[src/rtl/pfp_pkg.sv]
package pfp_pkg;
  localparam int TAG_W = 4;

  localparam logic [TAG_W-1:0] TAG_FRAME = 4'hF;
  localparam logic [TAG_W-1:0] TAG_LINE  = 4'hE;
  localparam logic [TAG_W-1:0] TAG_ABORT = 4'hD;
  localparam logic [TAG_W-1:0] TAG_PIXEL = 4'h0;

  // Frame-level state of the packer
  typedef enum logic [1:0] {
    M_SEEK  = 2'd0,  // no frame in progress, waiting for a frame start
    M_PASS  = 2'd1,  // frame accepted, words flow to the FIFO
    M_ABORT = 2'd2   // frame lost, abort word still owed
  } mode_e;

  // Position within the current beat while in M_PASS
  typedef enum logic [1:0] {
    P_HEAD = 2'd0,   // nothing written yet for this beat
    P_LINE = 2'd1,   // frame header written, line header next
    P_PIX  = 2'd2    // headers done, pixel next
  } phase_e;

  typedef enum logic [2:0] {
    W_NONE  = 3'd0,
    W_FRAME = 3'd1,
    W_LINE  = 3'd2,
    W_PIXEL = 3'd3,
    W_ABORT = 3'd4
  } word_e;
endpackage

[src/rtl/pfp_sat_counter.sv]
module pfp_sat_counter #(
  parameter int W = 16
) (
  input  logic         clk,
  input  logic         rst_n,
  input  logic         inc,
  output logic [W-1:0] count
);
  localparam logic [W-1:0] TOP = {W{1'b1}};

  always_ff @(posedge clk or negedge rst_n) begin
    if (!rst_n)                   count <= '0;
    else if (inc && count != TOP) count <= count + 1'b1;
  end
endmodule

[src/rtl/pfp_index.sv]
module pfp_index #(
  parameter int IDX_W = 12
) (
  input  logic             clk,
  input  logic             rst_n,
  input  logic             frame_ev,
  input  logic             line_ev,
  output logic [IDX_W-1:0] frame_idx,
  output logic [IDX_W-1:0] line_idx
);
  always_ff @(posedge clk or negedge rst_n) begin
    if (!rst_n) begin
      frame_idx <= '0;
      line_idx  <= '0;
    end else begin
      if (frame_ev) frame_idx <= frame_idx + 1'b1;
      if (frame_ev)     line_idx <= '0;
      else if (line_ev) line_idx <= line_idx + 1'b1;
    end
  end
endmodule

[src/rtl/pfp_ctrl.sv]
module pfp_ctrl
  import pfp_pkg::*;
(
  input  logic  clk,
  input  logic  rst_n,
  input  logic  in_valid,
  input  logic  in_sof,
  input  logic  in_sol,
  input  logic  fifo_full,
  output logic  in_ready,
  output word_e wsel,
  output logic  frame_ev,
  output logic  line_ev,
  output logic  drop_ev
);
  mode_e  mode, mode_n;
  phase_e ph, ph_n;
  word_e  want;

  always_comb begin
    if (ph == P_LINE)     want = W_LINE;
    else if (ph == P_PIX) want = W_PIXEL;
    else if (in_sof)      want = W_FRAME;
    else if (in_sol)      want = W_LINE;
    else                  want = W_PIXEL;
  end

  always_comb begin
    mode_n   = mode;
    ph_n     = ph;
    wsel     = W_NONE;
    in_ready = 1'b0;
    frame_ev = 1'b0;
    line_ev  = 1'b0;
    drop_ev  = 1'b0;
    case (mode)
      M_SEEK: begin
        if (in_valid) begin
          if (!in_sof) begin
            in_ready = 1'b1;
          end else if (fifo_full) begin
            in_ready = 1'b1;
            drop_ev  = 1'b1;
            frame_ev = 1'b1;
          end else begin
            wsel     = W_FRAME;
            frame_ev = 1'b1;
            mode_n   = M_PASS;
            ph_n     = P_LINE;
          end
        end
      end
      M_PASS: begin
        if (in_valid) begin
          if (fifo_full) begin
            drop_ev = 1'b1;
            if (ph == P_HEAD && in_sof) begin
              in_ready = 1'b1;
              frame_ev = 1'b1;
              mode_n   = M_SEEK;
            end else begin
              mode_n = M_ABORT;
              ph_n   = P_HEAD;
            end
          end else begin
            wsel = want;
            case (want)
              W_FRAME: begin frame_ev = 1'b1; ph_n = P_LINE; end
              W_LINE:  begin line_ev  = 1'b1; ph_n = P_PIX;  end
              default: begin in_ready = 1'b1; ph_n = P_HEAD; end
            endcase
          end
        end
      end
      M_ABORT: begin
        in_ready = in_valid && !in_sof;
        if (!fifo_full) begin
          wsel   = W_ABORT;
          mode_n = M_SEEK;
        end
      end
      default: mode_n = M_SEEK;
    endcase
  end

  always_ff @(posedge clk or negedge rst_n) begin
    if (!rst_n) begin
      mode <= M_SEEK;
      ph   <= P_HEAD;
    end else begin
      mode <= mode_n;
      ph   <= ph_n;
    end
  end
endmodule

[src/rtl/pixel_frame_packer.sv]
module pixel_frame_packer
  import pfp_pkg::*;
#(
  parameter int DATA_W = 16,
  parameter int DROP_W = 16,
  localparam int PIX_W = DATA_W - TAG_W
) (
  input  logic              clk,
  input  logic              rst_n,
  input  logic              in_valid,
  output logic              in_ready,
  input  logic [PIX_W-1:0]  in_pix,
  input  logic              in_sof,
  input  logic              in_sol,
  input  logic              fifo_full,
  output logic              fifo_wr,
  output logic [DATA_W-1:0] fifo_data,
  output logic [DROP_W-1:0] drop_count
);
  word_e            wsel;
  logic             frame_ev, line_ev, drop_ev;
  logic [PIX_W-1:0] frame_idx, line_idx;

  pfp_ctrl u_ctrl (
    .clk       (clk),
    .rst_n     (rst_n),
    .in_valid  (in_valid),
    .in_sof    (in_sof),
    .in_sol    (in_sol),
    .fifo_full (fifo_full),
    .in_ready  (in_ready),
    .wsel      (wsel),
    .frame_ev  (frame_ev),
    .line_ev   (line_ev),
    .drop_ev   (drop_ev)
  );

  pfp_index #(.IDX_W(PIX_W)) u_index (
    .clk       (clk),
    .rst_n     (rst_n),
    .frame_ev  (frame_ev),
    .line_ev   (line_ev),
    .frame_idx (frame_idx),
    .line_idx  (line_idx)
  );

  pfp_sat_counter #(.W(DROP_W)) u_drops (
    .clk   (clk),
    .rst_n (rst_n),
    .inc   (drop_ev),
    .count (drop_count)
  );

  always_comb begin
    case (wsel)
      W_FRAME: fifo_data = {TAG_FRAME, frame_idx};
      W_LINE:  fifo_data = {TAG_LINE, line_idx};
      W_PIXEL: fifo_data = {TAG_PIXEL, in_pix};
      W_ABORT: fifo_data = {TAG_ABORT, {PIX_W{1'b0}}};
      default: fifo_data = '0;
    endcase
  end

  assign fifo_wr = (wsel != W_NONE);
endmodule

[config.mk]
export PLATFORM = sky130hd
export DESIGN_NAME = pixel_frame_packer
export DESIGN_NICKNAME = d
export VERILOG_FILES = /design/src/rtl/pfp_pkg.sv /design/src/rtl/pfp_sat_counter.sv /design/src/rtl/pfp_index.sv /design/src/rtl/pfp_ctrl.sv /design/src/rtl/pixel_frame_packer.sv
export SDC_FILE = /design/constraint.sdc
export NUM_CORES = 1
export LEC_CHECK = 0
export ABC_CLOCK_PERIOD_IN_PS = 5300
export BUFFER_PORTS_ARGS = -buffer_cell sky130_fd_sc_hd__buf_2
export CAP_MARGIN = 20
export CORE_ASPECT_RATIO = 1.4
export CORE_MARGIN = 10
export CORE_UTILIZATION = 29
export DETAILED_ROUTE_END_ITERATION = 10
export GPL_ROUTABILITY_DRIVEN = 0
export PLACE_DENSITY = 0.56
export SLEW_MARGIN = 20
export SYNTH_ARGS = -nofsm -noshare
export SYNTH_HDL_FRONTEND = slang
export SYNTH_SLANG_ARGS = --single-unit
[constraint.sdc]
create_clock -name clk -period 5.3 [get_ports clk]
set_clock_uncertainty 0.1 [all_clocks]
set_input_delay 0.265 -clock clk [delete_from_list [all_inputs] [get_ports clk]]
set_output_delay 0.265 -clock clk [all_outputs]
set_load 0.03 [all_outputs]
==> flow_summary_export.csv <==
group,metric,value,unit
synthesis,synthTopCellsByCount,"dfrtp_1 (44), nand2_1 (34), nor2_1 (24)",
clock_tree,post-cts-setup-buffer-count,0,
synthesis,synth-seq-cells,44,
place,hpwl,4690,µm
route,firstDrtPassIters,4,
sta,setup_viol,0,
sta,rsz0062_at_grt,"no",
synthesis,synth_cell_types,48,
sta,relSlewSlack,0.412,
synthesis,ys_top_cells_by_area,"dfrtp_1 (44%), xor2_1 (7.6%), xnor2_1 (5.5%), nand2_1 (5.0%), mux2i_1 (4.8%)",
route,wl_per_cell,14.5,µm
grt,grt_pass1_vias,2094,
final_layout,diodes,0,
critical_path,critPathCaptureType,"primary output",
sta,min_period_over_period,0.564,
grt,grt_usage,0.0940,
clock_tree,cts_buffers,5,
critical_path,arrival,2.62,ns
synthesis,yosys.area.top_type,"dfrtp_1",
grt,grt_pass1_wl,10200,µm
clock_tree,clk_latency,0.28,ns
clock_tree,htree_levels,2,
critical_path,crit_fanout,13,
route,ant_nets,0,
clock_tree,path_clk_slew,0.06,ns
synthesis,synth-edff-count,0,
synthesis,syn_nets,284,
route,drc,0,
floorplan,rows,40,
clock_tree,root_buffer,"clkbuf_16",
sta,tns,0,ns
run,cap_violations,0,
sta,drv_slew,0,
place,port_buffers,51,
floorplan,die_w,98.9,µm
synthesis,synth_flop_cell,"dfrtp_1",
floorplan,die_area,12900,µm²
pwr,cellLeakagePower,1.42,nW
synthesis,synth_most_common_cell,"dfrtp_1",
route,drt_iter0_markers,111,
critical_path,start_kind,"flop",
route,via_per_inst,4.83,
clock_tree,clock_path_buffers,2,
final_layout,final_util,0.355,
run_status,status,"complete, no violations",
pwr,p_per_area,352,nW/µm²
clock_tree,cts.sinks,44,
final_layout,syn_to_final_growth,20.2,%
sta,period_needed,2.99,ns
clock_tree,cts_tree,"built",
floorplan,fp.dieH,130,µm
route,wirelength,6060,µm
floorplan,start_util,0.295,
min_path,hold_path.class,"input port to flop",
place,place_inst,409,
grt,grt_overflow,0,
floorplan,io_pins,52,
synthesis,synth_top_area_frac,0.436,
grt,grt_max_degree,45,
route,dr_total_vias,2018,
final_layout,instances_no_fill,418,
sta,clock.fmax,335,MHz
grt,antenna_found_initial,0,
synthesis,yosysWarnings,0,
final_layout,drive_gt1_frac,0.224,
sta,hold_viol_final,0,
floorplan,core-area,8560,µm²
sta,worstMarginPinSlew,0.883,ns
critical_path,required,4.93,ns
synthesis,async_reset_ff_frac,1.00,
critical_path,path_class,"flop to primary output",
pwr,peakVddDrop,0.210,mV
synthesis,synth_area,2530,µm²
synthesis,synth_cells,260,
synthesis,syn-mean-instance-area,9.72,µm²
final_layout,final_nets,336,
final_layout,fill_cells,885,
synthesis,ys_seq_area_frac,0.436,
-- area by class of cell --
cell class,instances,area [µm²],share of cell area
Multi-Input combinational cell,200,1350,0.444
Sequential cell,44,1100,0.362
Timing Repair Buffer,52,268,0.0881
Clock buffer,6,139,0.0457
Tap cell,105,131,0.0432
Inverter,9,33.8,0.0111
Clock inverter,2,15.0,0.00494
-- report_power, final --
| part | total [mW] | leakage (nW) | switching (mW) | internal [mW] |
|---|---|---|---|---|
| Sequential | 0.462 | 0.575 | 0.0765 | 0.386 |
| Combinational | 0.289 | 0.773 | 0.178 | 0.111 |
| Clock | 0.318 | 0.0691 | 0.130 | 0.187 |
-- metal layers --
metal / routed length, µm / part of all wire / track usage / vias to the layer above
li1: - / - / - / 1002
met3: 379 / 0.063 / 0.0321 / 7
met5: 0 / 0 / 0 / -
met2: 2610 / 0.43 / 0.137 / 57
met1: 2990 / 0.49 / 0.126 / 952
met4: 74 / 0.012 / 0.0313 / 0
-- logic make-up after synthesis --
logic type | count (synthesis) | share of synthesized area
AOI/OAI and AO/OA | 34 | 0.0990
xor gates and xnor gates | 38 | 0.132
and+or+nand+nor | 108 | 0.217
DFF | 44 | 0.436
muxes | 14 | 0.0564
buffers and inverters | 16 | 0.0302
adders and majority gates | 6 | 0.0297
-- sequential cells by signal (all words and copies together) (netlist names) --
name and flops:
u_drops.count 16, u_ctrl.ph 2, u_ctrl.mode 2, u_index.frame_idx 12, u_index.line_idx 12
-- repair_timing --
item / CTS / global route
gates resized for setup: 0 / 0
hold buffers: 0 / 1
hold endpoints to repair: 0 / 44
-- worst paths after layout --
check / startpoint / endpoint / slack [ns] / cells past startpoint
min: in_valid / u_ctrl.mode[0] / 0.15 / 2
max: u_ctrl.ph[0] / fifo_data[1] / 2.31 / 7
max reg2reg: u_ctrl.ph[0] / u_index.frame_idx[7] / 2.62 / 9
min in group asynchronous: rst_n / u_drops.count[7] / 0.40 / 2
max in group asynchronous: rst_n / u_index.frame_idx[7] / 4.31 / 2
min reg2reg: u_index.frame_idx[11] / u_index.frame_idx[11] / 0.38 / 1
-- worst max-delay path, cell delays in order (launching register included) --
cell and delay, ns:
dfrtp_1 0.44, o21ai_1 0.14, a21boi_2 0.24, inv_2 0.09
a211oi_4 0.74, mux2i_1 0.16, o21ai_0 0.27, buf_2 0.26
-- layout by cell type (no fill, tap or decap), drive strengths merged --
cell type / count
buf: 51
dfrtp: 44
nand2: 34
nor2: 24
xor2: 22
xnor2: 16
o21ai: 16
nand3: 14
mux2i: 12
inv: 9
nand4: 8
nor3: 7
ha: 6
clkbuf: 6
a21oi: 5
and3: 3
and4: 3
nor2b: 3
o21bai: 2
nand3b: 2
nor4: 2
nand2b: 2
mux2: 2
clkinvlp: 2
a21boi: 2
a211oi: 2
a311oi: 2
and2b: 1
and4bb: 1
o211a: 1
o21a: 1
a31o: 1
a41o: 1
or4: 1
a41oi: 1
or3: 1
nand4bb: 1
nor4bb: 1
dlygate4sd3: 1
-- metrics by stage --
step           hold WS, ns  area (µm²)  power, mW  worst slack, ns
4_1_cts             0.0900        3030       1.09             2.32
3_5_place_dp         0.367        2870      0.761             2.55
2_1_floorplan       -0.131        2530      0.673             2.95
6_report             0.146        3040       1.07             2.31
3_3_place_gp         0.366        2870      0.758             2.63
5_1_grt              0.166        3040       1.14             2.17
Power figures use the tool's default switching activity.
